$ cat src/rtl/dpa_pkg.sv
package dpa_pkg;
  localparam int unsigned NPORT = 2;
  localparam int unsigned LEFT  = 0;
  localparam int unsigned RIGHT = 1;

  typedef enum logic [1:0] {
    OWN_NONE  = 2'b00,
    OWN_LEFT  = 2'b01,
    OWN_RIGHT = 2'b10
  } owner_e;
endpackage

$ cat src/rtl/dpa_order.sv
// Arrival tracking and grant decision for the two ports.
module dpa_order
  import dpa_pkg::*;
#(
  parameter int unsigned AW = 12
) (
  input  logic                      clk,
  input  logic                      rst,
  input  logic                      role_master,
  input  logic [NPORT-1:0]          en,
  input  logic [NPORT-1:0][AW-1:0]  addr,
  output logic [NPORT-1:0]          busy_loc
);
  logic [NPORT-1:0]         prev_en;
  logic [NPORT-1:0][AW-1:0] prev_addr;
  logic [NPORT-1:0]         seen;
  logic                     match;
  owner_e                   own_q, own_n;

  // per-port history: was this port already on this address last cycle
  for (genvar i = 0; i < NPORT; i++) begin : g_hist
    always_ff @(posedge clk) begin
      if (rst) begin
        prev_en[i]   <= 1'b0;
        prev_addr[i] <= '0;
      end else begin
        prev_en[i]   <= en[i];
        prev_addr[i] <= addr[i];
      end
    end
    assign seen[i] = prev_en[i] && (prev_addr[i] == addr[i]);
  end

  assign match = en[LEFT] && en[RIGHT] && (addr[LEFT] == addr[RIGHT]);

  always_comb begin
    own_n = OWN_NONE;
    if (match) begin
      if (own_q == OWN_LEFT && seen[LEFT])
        own_n = OWN_LEFT;
      else if (own_q == OWN_RIGHT && seen[RIGHT])
        own_n = OWN_RIGHT;
      else if (seen[RIGHT] && !seen[LEFT])
        own_n = OWN_RIGHT;
      else
        own_n = OWN_LEFT;   // earlier left, or a same-cycle tie
    end
  end

  always_ff @(posedge clk) begin
    if (rst) begin
      own_q    <= OWN_NONE;
      busy_loc <= '0;
    end else begin
      own_q           <= own_n;
      busy_loc[LEFT]  <= role_master && (own_n == OWN_RIGHT);
      busy_loc[RIGHT] <= role_master && (own_n == OWN_LEFT);
    end
  end
endmodule

$ cat src/rtl/dpa_wr_stage.sv
// Two-stage write path: capture the request, then commit it against the
// busy value that belongs to that request.
module dpa_wr_stage #(
  parameter int unsigned AW = 12,
  parameter int unsigned DW = 16
) (
  input  logic          clk,
  input  logic          rst,
  input  logic          role_master,
  input  logic          en,
  input  logic          we,
  input  logic [AW-1:0] addr,
  input  logic [DW-1:0] data,
  input  logic          busy_loc,
  input  logic          busy_ext,
  output logic          wr_go,
  output logic [AW-1:0] wr_addr,
  output logic [DW-1:0] wr_data
);
  logic          req_q;
  logic [AW-1:0] addr_q;
  logic [DW-1:0] data_q;
  logic          blocked;

  always_ff @(posedge clk) begin
    if (rst) begin
      req_q  <= 1'b0;
      addr_q <= '0;
      data_q <= '0;
    end else begin
      req_q  <= en && we;
      addr_q <= addr;
      data_q <= data;
    end
  end

  assign blocked = role_master ? busy_loc : busy_ext;

  always_ff @(posedge clk) begin
    if (rst) begin
      wr_go   <= 1'b0;
      wr_addr <= '0;
      wr_data <= '0;
    end else begin
      wr_go   <= req_q && !blocked;
      wr_addr <= addr_q;
      wr_data <= data_q;
    end
  end
endmodule

$ cat src/rtl/dual_port_contend_arb.sv
module dual_port_contend_arb
  import dpa_pkg::*;
#(
  parameter int unsigned AW = 12,
  parameter int unsigned DW = 16
) (
  input  logic          clk,
  input  logic          rst,
  input  logic          role_master,
  input  logic          l_en,
  input  logic          l_we,
  input  logic [AW-1:0] l_addr,
  input  logic [DW-1:0] l_wdata,
  input  logic          r_en,
  input  logic          r_we,
  input  logic [AW-1:0] r_addr,
  input  logic [DW-1:0] r_wdata,
  input  logic          l_busy_in,
  input  logic          r_busy_in,
  output logic          l_busy_out,
  output logic          r_busy_out,
  output logic          l_wr_go,
  output logic [AW-1:0] l_wr_addr,
  output logic [DW-1:0] l_wr_data,
  output logic          r_wr_go,
  output logic [AW-1:0] r_wr_addr,
  output logic [DW-1:0] r_wr_data
);
  logic [NPORT-1:0]         en_v, we_v, bext_v, busy_v, go_v;
  logic [NPORT-1:0][AW-1:0] addr_v, waddr_v;
  logic [NPORT-1:0][DW-1:0] data_v, wdata_v;

  assign en_v   = {r_en, l_en};
  assign we_v   = {r_we, l_we};
  assign bext_v = {r_busy_in, l_busy_in};
  assign addr_v = {r_addr, l_addr};
  assign data_v = {r_wdata, l_wdata};

  dpa_order #(.AW(AW)) u_order (
    .clk         (clk),
    .rst         (rst),
    .role_master (role_master),
    .en          (en_v),
    .addr        (addr_v),
    .busy_loc    (busy_v)
  );

  for (genvar i = 0; i < NPORT; i++) begin : g_port
    dpa_wr_stage #(.AW(AW), .DW(DW)) u_wr (
      .clk         (clk),
      .rst         (rst),
      .role_master (role_master),
      .en          (en_v[i]),
      .we          (we_v[i]),
      .addr        (addr_v[i]),
      .data        (data_v[i]),
      .busy_loc    (busy_v[i]),
      .busy_ext    (bext_v[i]),
      .wr_go       (go_v[i]),
      .wr_addr     (waddr_v[i]),
      .wr_data     (wdata_v[i])
    );
  end

  assign l_busy_out = busy_v[LEFT];
  assign r_busy_out = busy_v[RIGHT];
  assign l_wr_go    = go_v[LEFT];
  assign r_wr_go    = go_v[RIGHT];
  assign l_wr_addr  = waddr_v[LEFT];
  assign r_wr_addr  = waddr_v[RIGHT];
  assign l_wr_data  = wdata_v[LEFT];
  assign r_wr_data  = wdata_v[RIGHT];
endmodule

$ cat config.mk
export PLATFORM = sky130hd
export DESIGN_NAME = dual_port_contend_arb
export DESIGN_NICKNAME = d
export VERILOG_FILES = /design/src/rtl/dpa_pkg.sv /design/src/rtl/dpa_order.sv /design/src/rtl/dpa_wr_stage.sv /design/src/rtl/dual_port_contend_arb.sv
export SDC_FILE = /design/constraint.sdc
export NUM_CORES = 1
export LEC_CHECK = 0
export ABC_AREA = 1
export BUFFER_PORTS_ARGS = -buffer_cell sky130_fd_sc_hd__buf_2
export CORE_MARGIN = 5
export CORE_UTILIZATION = 54
export CTS_CLUSTER_DIAMETER = 200
export DETAILED_ROUTE_END_ITERATION = 16
export MAX_ROUTING_LAYER = met4
export PLACE_DENSITY = 0.9
export SYNTH_ARGS = -nofsm -noshare
export SYNTH_HDL_FRONTEND = slang
export SYNTH_SLANG_ARGS = --single-unit
$ cat constraint.sdc
create_clock -name clk -period 2.7 [get_ports clk]
set_input_delay 0.27 -clock clk [delete_from_list [all_inputs] [get_ports clk]]
set_output_delay 0.27 -clock clk [all_outputs]
set_load 0.03 [all_outputs]
==> impl_metrics.tcl, run 1 <==
set metrics [dict create \
    antenna_found_initial 1 \
    rows 31 \
    drv_slew 0 \
    cts_tree "done" \
    cp_num_cells 1 \
    irDropWorstVdd_v 0.000522 \
    cts_resized 0 \
    syn_avg_cell_area_sq_um 7.92 \
    rsz0062_at_grt "false" \
    grt_max_degree 81 \
    cp_top_family "flip-flops" \
    crit_path_end_kind "output pin" \
    coreArea_sq_um 7210 \
    nets 732 \
    area_growth_pct 41.8 \
    htree_levels 4 \
    syn_nets 565 \
    hp-class "in2reg" \
    wl_um 9650 \
    cts_root_buf "clkbuf_8" \
    crit_fanout 2 \
    max_freq_ghz 0.739 \
    cts.hold.buffers_added 36 \
    setup_violations 0 \
    worst_slew_pin_slew_ns 0.425 \
    p_leak_nw 3.04 \
    crit_chain "buf_2" \
    status "complete, no violations" \
    cts.clk_slew.worst_paths_ns 0.06 \
    hold_viol_final 0 \
    die_y_um 95.6 \
    dieWidth_um 95.6 \
    crit_arrival_ns 1.08 \
    grt_pass1_vias 3471 \
    netlist.area_leader.share_pct 61.7 \
    grt_pass1_wl_um 15100 \
    fin_crit_sh_pct 50.1 \
    drc 0 \
    fin_crit_ns 1.35 \
    setup_tns_ns 0 \
    cpPeakStageDelay_ns 0.35 \
    vias 3410 \
    clock-sinks 122 \
    crit_slowest_cell "dfxtp_1" \
    synthCells 500 \
    maxCapViolations 0 \
    port_buffers 124 \
    viasPerCell 4.38 \
    fillers 491 \
    dieArea_sq_um 9150 \
    final_antenna_net_count 0 \
    synthTopCellsByArea "dfxtp_1 62%, nor2_1 13%, inv_1 11%" \
    ys_seq_area_share_pct 61.7 \
    fin_worst_skew_ns 0.00464 \
    grt.total_usage_pct 22.8 \
    ys_warn_count 0 \
    path_class "reg2out" \
    final_area_sq_um 5620 \
    io_pins 125 \
    drt-pass1-iter-count 4 \
    drive_gt1_share_pct 23.7 \
    multiInputGateArea_sq_um 985 \
    synthDistinctLibCells 19 \
    r2r_setup_slack_ns 1.41 \
    power_density_nw_per_um2 798 \
    start_util_pct 54.9 \
    r2r_cells 9 \
    syn_area_sq_um 3960 \
    clockBufferDepth 2 \
    cp.required_ns 2.43 \
    grt-ovfl-total 0 \
    critPathBufInv 1 \
    drt_iter0_drc 180 \
    relSlewSlack_pct 71.3 \
    synth-seq-cells 122 \
    synth_largest_area_cell "dfxtp_1" \
    placed_area_sq_um 4660 \
    clock_latency_ns 0.50 \
    holdPathStages 3 \
    seqCellArea_sq_um 2440 \
    hpwl_um 6070 \
    post-cts-setup-buffer-count 0 \
    gp_congestion 0.840 \
    cts_inserted_buffers 17 \
    critPathLaunchType "flip-flop" \
    wl_per_cell_um 12.4 \
]
==> Yosys cell counts <==
cell	instances
nand3_1	4
nand2_2	1
clkbuf_1	6
buf_6	1
inv_2	4
buf_2	6
inv_1	121
xnor2_1	5
and3_1	2
o21ai_1	3
dfxtp_1	122
nand4_1	1
a21boi_1	2
xor2_1	2
a21oi_1	3
nor2_2	2
nor2_1	136
o21ai_0	11
nand2_1	68
==> stage by stage <==
stage / cells / hold slack, ns / power, mW / worst slack (ns) / utilization, %
floorplan: 500 / 0.372 / 2.15 / 1.63 / -
global placement: 711 / 0.389 / 2.27 / 1.39 / 64.6
detailed placement: 711 / 0.395 / 2.28 / 1.30 / 64.6
CTS: 778 / 0.00171 / 4.51 / 1.34 / 77.8
global route: 779 / 0.00910 / 4.65 / 1.30 / 77.8
finish: 779 / 0.0245 / 4.48 / 1.35 / 77.8
==> metal layers <==
metal	up-vias	track usage (%)	wire, um
met5	-	-	0
met4	0	10.2	233
met3	20	7.97	694
met2	133	40.4	5020
met1	1516	22.4	3710
li1	1741	-	-
==> power breakdown <==
part	internal, mW	switching, mW	total [mW]
logic	0.150	0.235	0.385
clock network	1.45	0.736	2.19
registers	1.88	0.0242	1.91
total	3.49	0.995	4.48
==> placed cells by master (no fill, tap or decap), drive strengths merged <==
| cell | count |
|---|---|
| nand4 | 1 |
| diode | 1 |
| dlygate4sd3 | 36 |
| nand2 | 69 |
| nand3 | 4 |
| and3 | 2 |
| buf | 125 |
| clkinv | 2 |
| xnor2 | 5 |
| bufinv | 2 |
| nor2 | 138 |
| o21ai | 14 |
| clkbuf | 25 |
| clkinvlp | 2 |
| a21boi | 2 |
| dfxtp | 122 |
| xor2 | 2 |
| inv | 125 |
| a21oi | 3 |
==> state kept, by name, summed over array words and instances, names as in the netlist <==
| name | flops |
|---|---|
| u_order.prev_addr | 12 |
| g_port.u_wr.req_q | 2 |
| g_port.u_wr.wr_addr | 24 |
| u_order.busy_loc | 2 |
| u_order.own_q | 2 |
| u_order.prev_en | 2 |
| g_port.u_wr.wr_go | 2 |
| g_port.u_wr.data_q | 32 |
| g_port.u_wr.wr_data | 32 |
| g_port.u_wr.addr_q | 12 |
==> final timing paths <==
kind                                   startpoint                               endpoint
max                u_order.busy_loc[1]$_SDFF_PP0_                             r_busy_out
min                                     l_addr[2]    g_port[0].u_wr.addr_q[2]$_SDFF_PP0_
max reg2reg   g_port[0].u_wr.addr_q[0]$_SDFF_PP0_         u_order.busy_loc[1]$_SDFF_PP0_
min reg2reg  g_port[0].u_wr.data_q[10]$_SDFF_PP0_  g_port[0].u_wr.wr_data[10]$_SDFF_PP0_
==> cell families after synthesis <==
group	count (synthesis)	share of synthesized area [%]
buffers and inverters	138	13.5
AND/OR/NAND/NOR	214	20.8
AO/OA/AOI/OAI	19	2.53
flip-flops	122	61.7
XOR/XNOR	7	1.55
==> final cells by class <==
type | count | area share, %
multi-input cells | 240 | 17.5
repair buffers | 161 | 17.9
well taps | 99 | 2.21
clock inverters | 6 | 1.52
inverters | 125 | 8.36
diodes | 1 | 0.0446
flip-flops and latches | 122 | 43.5
clock buffers | 25 | 8.98
(Power assumes the default switching activity.)
==> run 2: changes to the inputs <==
--- a/config.mk
+++ b/config.mk
@@ -5,14 +5,14 @@
 export SDC_FILE = /design/constraint.sdc
 export NUM_CORES = 1
 export LEC_CHECK = 0
-export ABC_AREA = 1
+export ABC_AREA = 0
 export BUFFER_PORTS_ARGS = -buffer_cell sky130_fd_sc_hd__buf_2
 export CORE_MARGIN = 5
-export CORE_UTILIZATION = 54
+export CORE_UTILIZATION = 49
 export CTS_CLUSTER_DIAMETER = 200
 export DETAILED_ROUTE_END_ITERATION = 16
 export MAX_ROUTING_LAYER = met4
-export PLACE_DENSITY = 0.9
+export PLACE_DENSITY = 0.84
 export SYNTH_ARGS = -nofsm -noshare
 export SYNTH_HDL_FRONTEND = slang
 export SYNTH_SLANG_ARGS = --single-unit
==> constraint.sdc (replaced) <==
create_clock -name clk -period 1.3 [get_ports clk]
set_input_delay 0.13 -clock clk [delete_from_list [all_inputs] [get_ports clk]]
set_output_delay 0.13 -clock clk [all_outputs]
set_load 0.03 [all_outputs]
==> run 2 against run 1 <==
  * The flow now finishes with violations (setup timing)
  * First-iteration DRC count decreased by 43%
  * Final cell count fell by 19%
  * Clock power increased by 110%
  * Die area grew 2.9%
  * Cell area up 4.3%
  * Hold slack improved by 0.033 ns
  * Critical path depth grew 3
  * Largest cell class unchanged
==> impl_metrics.tcl, run 2 <==
set metrics [dict create \
    status "complete, but fails checks" \
    violations "setup timing" \
    dieWidth_um 97.0 \
    relSlewSlack_pct 71.0 \
    final_cells 630 \
    wl_per_cell_um 15.2 \
    placed_area_sq_um 4490 \
    grt.total_usage_pct 21.2 \
    path_class "reg2reg" \
    drv_slew 0 \
    grt_pass1_wl_um 15400 \
    vias 2855 \
    maxCapViolations 0 \
    gp_congestion 0.877 \
    n_antenna_cell 0 \
    synthCells 313 \
    dp_slack_ns -0.247 \
    finalPower_mw 9.46 \
    cts.clk_slew.worst_paths_ns 0.05 \
    hold_viol_final 0 \
    rsz0062_at_grt "true" \
    fin_crit_sh_pct 118 \
    port_buffers 124 \
    grt_max_degree 44 \
    drc 0 \
    ys_seq_area_share_pct 65.8 \
    clock_latency_ns 0.49 \
    yosysMostFrequentCell "dfxtp_1" \
    synth_edf_count 0 \
    clockBufferDepth 2 \
    hpwl_um 5520 \
    fin_worst_skew_ns 0.00720 \
    crit_path_end_kind "flip-flop" \
    final_area_sq_um 5860 \
    p_leak_nw 2.62 \
    start_util_pct 50.6 \
    hp-class "in2reg" \
    synthDistinctLibCells 19 \
    async_flop_share_pct 0 \
    syn_area_sq_um 3710 \
    area_growth_pct 57.9 \
    finalWorstSetupSlack_ns -0.235 \
    hold_ws_ns 0.0575 \
    final_util_pct 79.9 \
    cts_root_buf "clkbuf_8" \
    viasPerCell 4.53 \
    setup_tns_ns -0.724 \
    coreArea_sq_um 7330 \
    max_freq_ghz 0.652 \
    drive_gt1_share_pct 37.1 \
    fin_crit_ns 1.53 \
    crit_fanout 2 \
    grt_pass1_vias 3116 \
    syn_nets 378 \
    cts_tree "done" \
    synthTopCellsByArea "dfxtp_1 66%, nor2b_1 19%, xnor2_1 8.5%" \
    antenna_found_initial 0 \
    cts_inserted_buffers 17 \
    fillers 400 \
    worst_slew_pin_slew_ns 0.435 \
    crit_arrival_ns 1.94 \
    synth-seq-cells 122 \
    ys_top_cells_by_count "122 x dfxtp_1, 114 x nor2b_1, 36 x xnor2_1" \
    netlist.area_leader.share_pct 65.8 \
    drt-pass1-iter-count 5 \
    setup_violations 4 \
    reg_top3 "g_port.u_wr.data_q: 32 flops, g_port.u_wr.wr_data: 32 flops, g_port.u_wr.wr_addr: 24 flops" \
    clock-sinks 122 \
    nets 585 \
    die_y_um 97.0 \
    critPathLaunchType "flip-flop" \
    io_pins 125 \
    mostFrequentLayoutCell "buf_2" \
    drt_iter0_drc 102 \
    wl_um 9580 \
    power_density_nw_per_um2 1610 \
    syn_avg_cell_area_sq_um 11.9 \
    rows 31 \
    ys_warn_count 0 \
    final_antenna_net_count 0 \
    cp.required_ns 1.70 \
    htree_levels 4 \
    final_cell_mix "123 x buf_2, 114 x nor2b_1, 111 x dfxtp_1" \
    dieArea_sq_um 9410 \
    irDropWorstVdd_v 0.00118 \
    synth_flop_cell "dfxtp_1" \
    synth_largest_area_cell "dfxtp_1" \
    dp_cells 533 \
    grt-ovfl-total 0 \
]
-- run 2: cell count changes after synthesis, sizes merged, moves of 14 or more --
cell | previous run | this run
nand2 | 69 | 1
xnor2 | 5 | 36
nor2b | 0 | 114
nor2 | 138 | 0
o21ai | 14 | 0
inv | 125 | 1
-- run 2: cell families (layout without fill, tap and decap cells) --
logic type	after synthesis	in the layout	share of synthesized area [%]
and+or+nand+nor	138	138	23.4
AOI/OAI and AO/OA	2	2	0.337
muxes	2	2	0.607
buffers and inverters	13	231	1.31
xor gates and xnor gates	36	36	8.50
DFF	122	122	65.8
-- run 2: area by class of cell --
class	instances	area (sq um)	share of cell area, %
clock buffers	22	473	8.07
clock inverters	8	118	2.01
inverters	1	3.75	0.0641
multi-input cells	178	1330	22.7
flip-flops and latches	122	2460	41.9
well taps	99	124	2.11
repair buffers	200	1350	23.1
-- run 2: timing repair --
action,in CTS,in global routing
hold buffers,63,0
endpoints found under the hold margin,64,0
endpoints found under the setup margin,4,4
gates resized for setup,19,5
buffers inserted,3,1
pin swaps,11,5
-- run 2: layer usage --
layer / track usage, % / part of all wire (%)
met5: - / 0
met4: 9.50 / 2.6
met3: 6.19 / 5.4
met2: 36.5 / 53
met1: 22.5 / 39
-- run 2: path summary, 6_finish.rpt --
kind,start,slack (ns),to,cells after the start
worst min register to register,g_port[1].u_wr.data_q[3]$_SDFF_PP0_,0.43,g_port[1].u_wr.wr_data[3]$_SDFF_PP0_,1
worst max register to register,g_port[0].u_wr.addr_q[10]$_SDFF_PP0_,-0.23,u_order.busy_loc[1]$_SDFF_PP0_,4
worst min-delay path,r_en,0.06,u_order.busy_loc[0]$_SDFF_PP0_,4
worst max-delay path,g_port[0].u_wr.addr_q[10]$_SDFF_PP0_,-0.23,u_order.busy_loc[1]$_SDFF_PP0_,4
-- run 2: report_power, final --
part / internal, mW / total [mW] / switching (mW)
Clock: 3.09 / 4.59 / 1.50
Combinational: 0.449 / 0.892 / 0.443
Sequential: 3.92 / 3.98 / 0.0611
-- run 2: critical path, stage by stage, from the launching register on --
cell and delay [ns]:
dfxtp_1 0.37, xnor2_1 0.15, nand3_1 0.13, or4_4 0.56, a211oi_2 0.23
==> run 3: changes to the inputs <==
--- a/config.mk
+++ b/config.mk
@@ -7,7 +7,8 @@
 export LEC_CHECK = 0
 export ABC_AREA = 0
 export BUFFER_PORTS_ARGS = -buffer_cell sky130_fd_sc_hd__buf_2
-export CORE_MARGIN = 5
+export CORE_ASPECT_RATIO = 2
+export CORE_MARGIN = 1
 export CORE_UTILIZATION = 49
 export CTS_CLUSTER_DIAMETER = 200
 export DETAILED_ROUTE_END_ITERATION = 16
==> run 3 against run 2 <==
  * The flow still finishes with violations (setup timing)
  * Power shrank 0.19%
  * Largest cell class unchanged
  * Wire length shrank 8.3%
  * Clock power grew 1%
  * Largest power group unchanged
  * Hold slack lost 0.044 ns
  * Critical endpoint unchanged
==> impl_metrics.tcl, run 3 (same netlist as run 2, synthesis figures left out) <==
set metrics [dict create \
    status "complete, but fails checks" \
    die_y_um 125 \
    vias 2793 \
    wl_met2_um 4840 \
    setup_violations 4 \
    gp_congestion 0.846 \
    cp_top_family "simple AND/OR/NAND/NOR gates" \
    grt.total_usage_pct 23.9 \
    mostFrequentLayoutCell "buf_2" \
    nets 565 \
    drt-pass1-iter-count 4 \
    final_antenna_net_count 0 \
    cpPeakStageDelay_ns 0.57 \
    final_cell_mix "123 x buf_2, 114 x nor2b_1, 114 x dfxtp_1" \
    critPathBufInv 0 \
    cts_tree "done" \
    relSlewSlack_pct 64.3 \
    coreArea_sq_um 7270 \
    clock-sinks 122 \
    dieWidth_um 63.5 \
    cts.clk_slew.worst_paths_ns 0.05 \
    p_leak_nw 2.50 \
    violations "setup timing" \
    setup_tns_ns -0.470 \
    clock_latency_ns 0.40 \
    hp-class "in2reg" \
    viasPerCell 4.62 \
    io_pins 125 \
    hpwl_um 5390 \
    start_util_pct 51.1 \
    crit_path_end_kind "flip-flop" \
    n_antenna_cell 0 \
    grt_max_degree 59 \
    grt-ovfl-total 0 \
    hold_viol_final 0 \
    grt_pass1_wl_um 13600 \
    drv_slew 0 \
    crit_slowest_cell "or4_4" \
    path_class "reg2reg" \
    port_buffers 124 \
    rsz0062_at_grt "true" \
    worst_slew_pin_slew_ns 0.536 \
    fin_crit_ns 1.44 \
    clockBufferDepth 2 \
    wl_um 8790 \
    power_density_nw_per_um2 1680 \
    drt_iter0_drc 78 \
    maxCapViolations 0 \
    drive_gt1_share_pct 36.7 \
    rows 44 \
    met3_length_um 474 \
    antenna_found_initial 0 \
    dieArea_sq_um 7950 \
    met1Wirelength_um 2990 \
    area_growth_pct 51.1 \
    critPathLaunchType "flip-flop" \
    fin_crit_sh_pct 111 \
    irDropWorstVdd_v 0.00158 \
    highest_layer "met4" \
    fin_worst_skew_ns 0.00521 \
    crit_chain "xnor2_2 -> nand4_1 -> or4_4 -> a211oi_2" \
    crit_fanout 2 \
    dp_slack_ns -0.219 \
    finalWorstSetupSlack_ns -0.143 \
    cts_root_buf "clkbuf_16" \
    reg_top3 "g_port.u_wr.data_q: 32 flops, g_port.u_wr.wr_data: 32 flops, g_port.u_wr.wr_addr: 24 flops" \
    hold_ws_ns 0.0139 \
    crit_arrival_ns 1.76 \
    max_freq_ghz 0.693 \
    grt_pass1_vias 2949 \
    htree_levels 4 \
    drc 0 \
    wl_per_cell_um 14.6 \
    cts_inserted_buffers 17 \
    cp.required_ns 1.62 \
]
run 3: cell types whose count changed in the layout (fill, tap and decap cells not counted), sizes merged:
cell         before  now
dlygate4sd3      63   42
buf             137  138
clkbuf           22   23
run 3: area by class of cell:
class	instances	area (sq um)
Clock buffer	23	478
Clock inverter	8	118
Fill cell	470	1660
Inverter	1	3.75
Multi-Input combinational cell	178	1280
Sequential cell	122	2450
Tap cell	92	115
Timing Repair Buffer	180	1160
run 3: path summary, 6_finish.rpt:
| path | start | endpoint | slack, ns | cells past startpoint |
|---|---|---|---|---|
| worst min register to register | g_port[1].u_wr.data_q[15]$_SDFF_PP0_ | g_port[1].u_wr.wr_data[15]$_SDFF_PP0_ | 0.43 | 1 |
| worst max register to register | g_port[0].u_wr.addr_q[0]$_SDFF_PP0_ | u_order.busy_loc[1]$_SDFF_PP0_ | -0.14 | 4 |
| worst min-delay path | l_addr[2] | g_port[0].u_wr.addr_q[2]$_SDFF_PP0_ | 0.01 | 2 |
| worst max-delay path | g_port[0].u_wr.addr_q[0]$_SDFF_PP0_ | u_order.busy_loc[1]$_SDFF_PP0_ | -0.14 | 4 |
run 3: layer usage:
metal | track usage [%] | vias to the layer above
li1 | - | 1352
met1 | 20.3 | 1296
met2 | 41.8 | 115
met3 | 8.21 | 30
met4 | 17.0 | 0
met5 | - | -
run 3: power by group:
group / internal, mW / switching [mW] / leakage [nW]
combinational: 0.403 / 0.418 / 1.19
clock: 3.14 / 1.50 / 0.293
sequential: 3.92 / 0.0572 / 1.01
total: 7.46 / 1.98 / 2.50
run 3: metrics by stage:
step / cell area [sq um] / power (mW) / utilization [%] / std cells
floorplan: 3720 / 4.45 / - / 313
global placement: 4510 / 4.71 / 62.0 / 528
detailed placement: 4510 / 4.73 / 62.0 / 528
CTS: 5550 / 9.48 / 76.3 / 601
global route: 5610 / 9.77 / 77.2 / 604
finish: 5610 / 9.44 / 77.2 / 604
run 3: what timing repair did:
item,in CTS,in global routing
hold endpoints to repair,42,0
setup endpoints to repair,4,4
gates cloned,0,0
hold buffers,42,0
resized for setup,6,8
pin swaps,2,3
buffers inserted,0,3
run 3: worst register-to-register path, stage by stage (launching register included):
cell      delay [ns]
dfxtp_2         0.33
xnor2_2         0.15
nand4_1         0.13
or4_4           0.57
a211oi_2        0.19
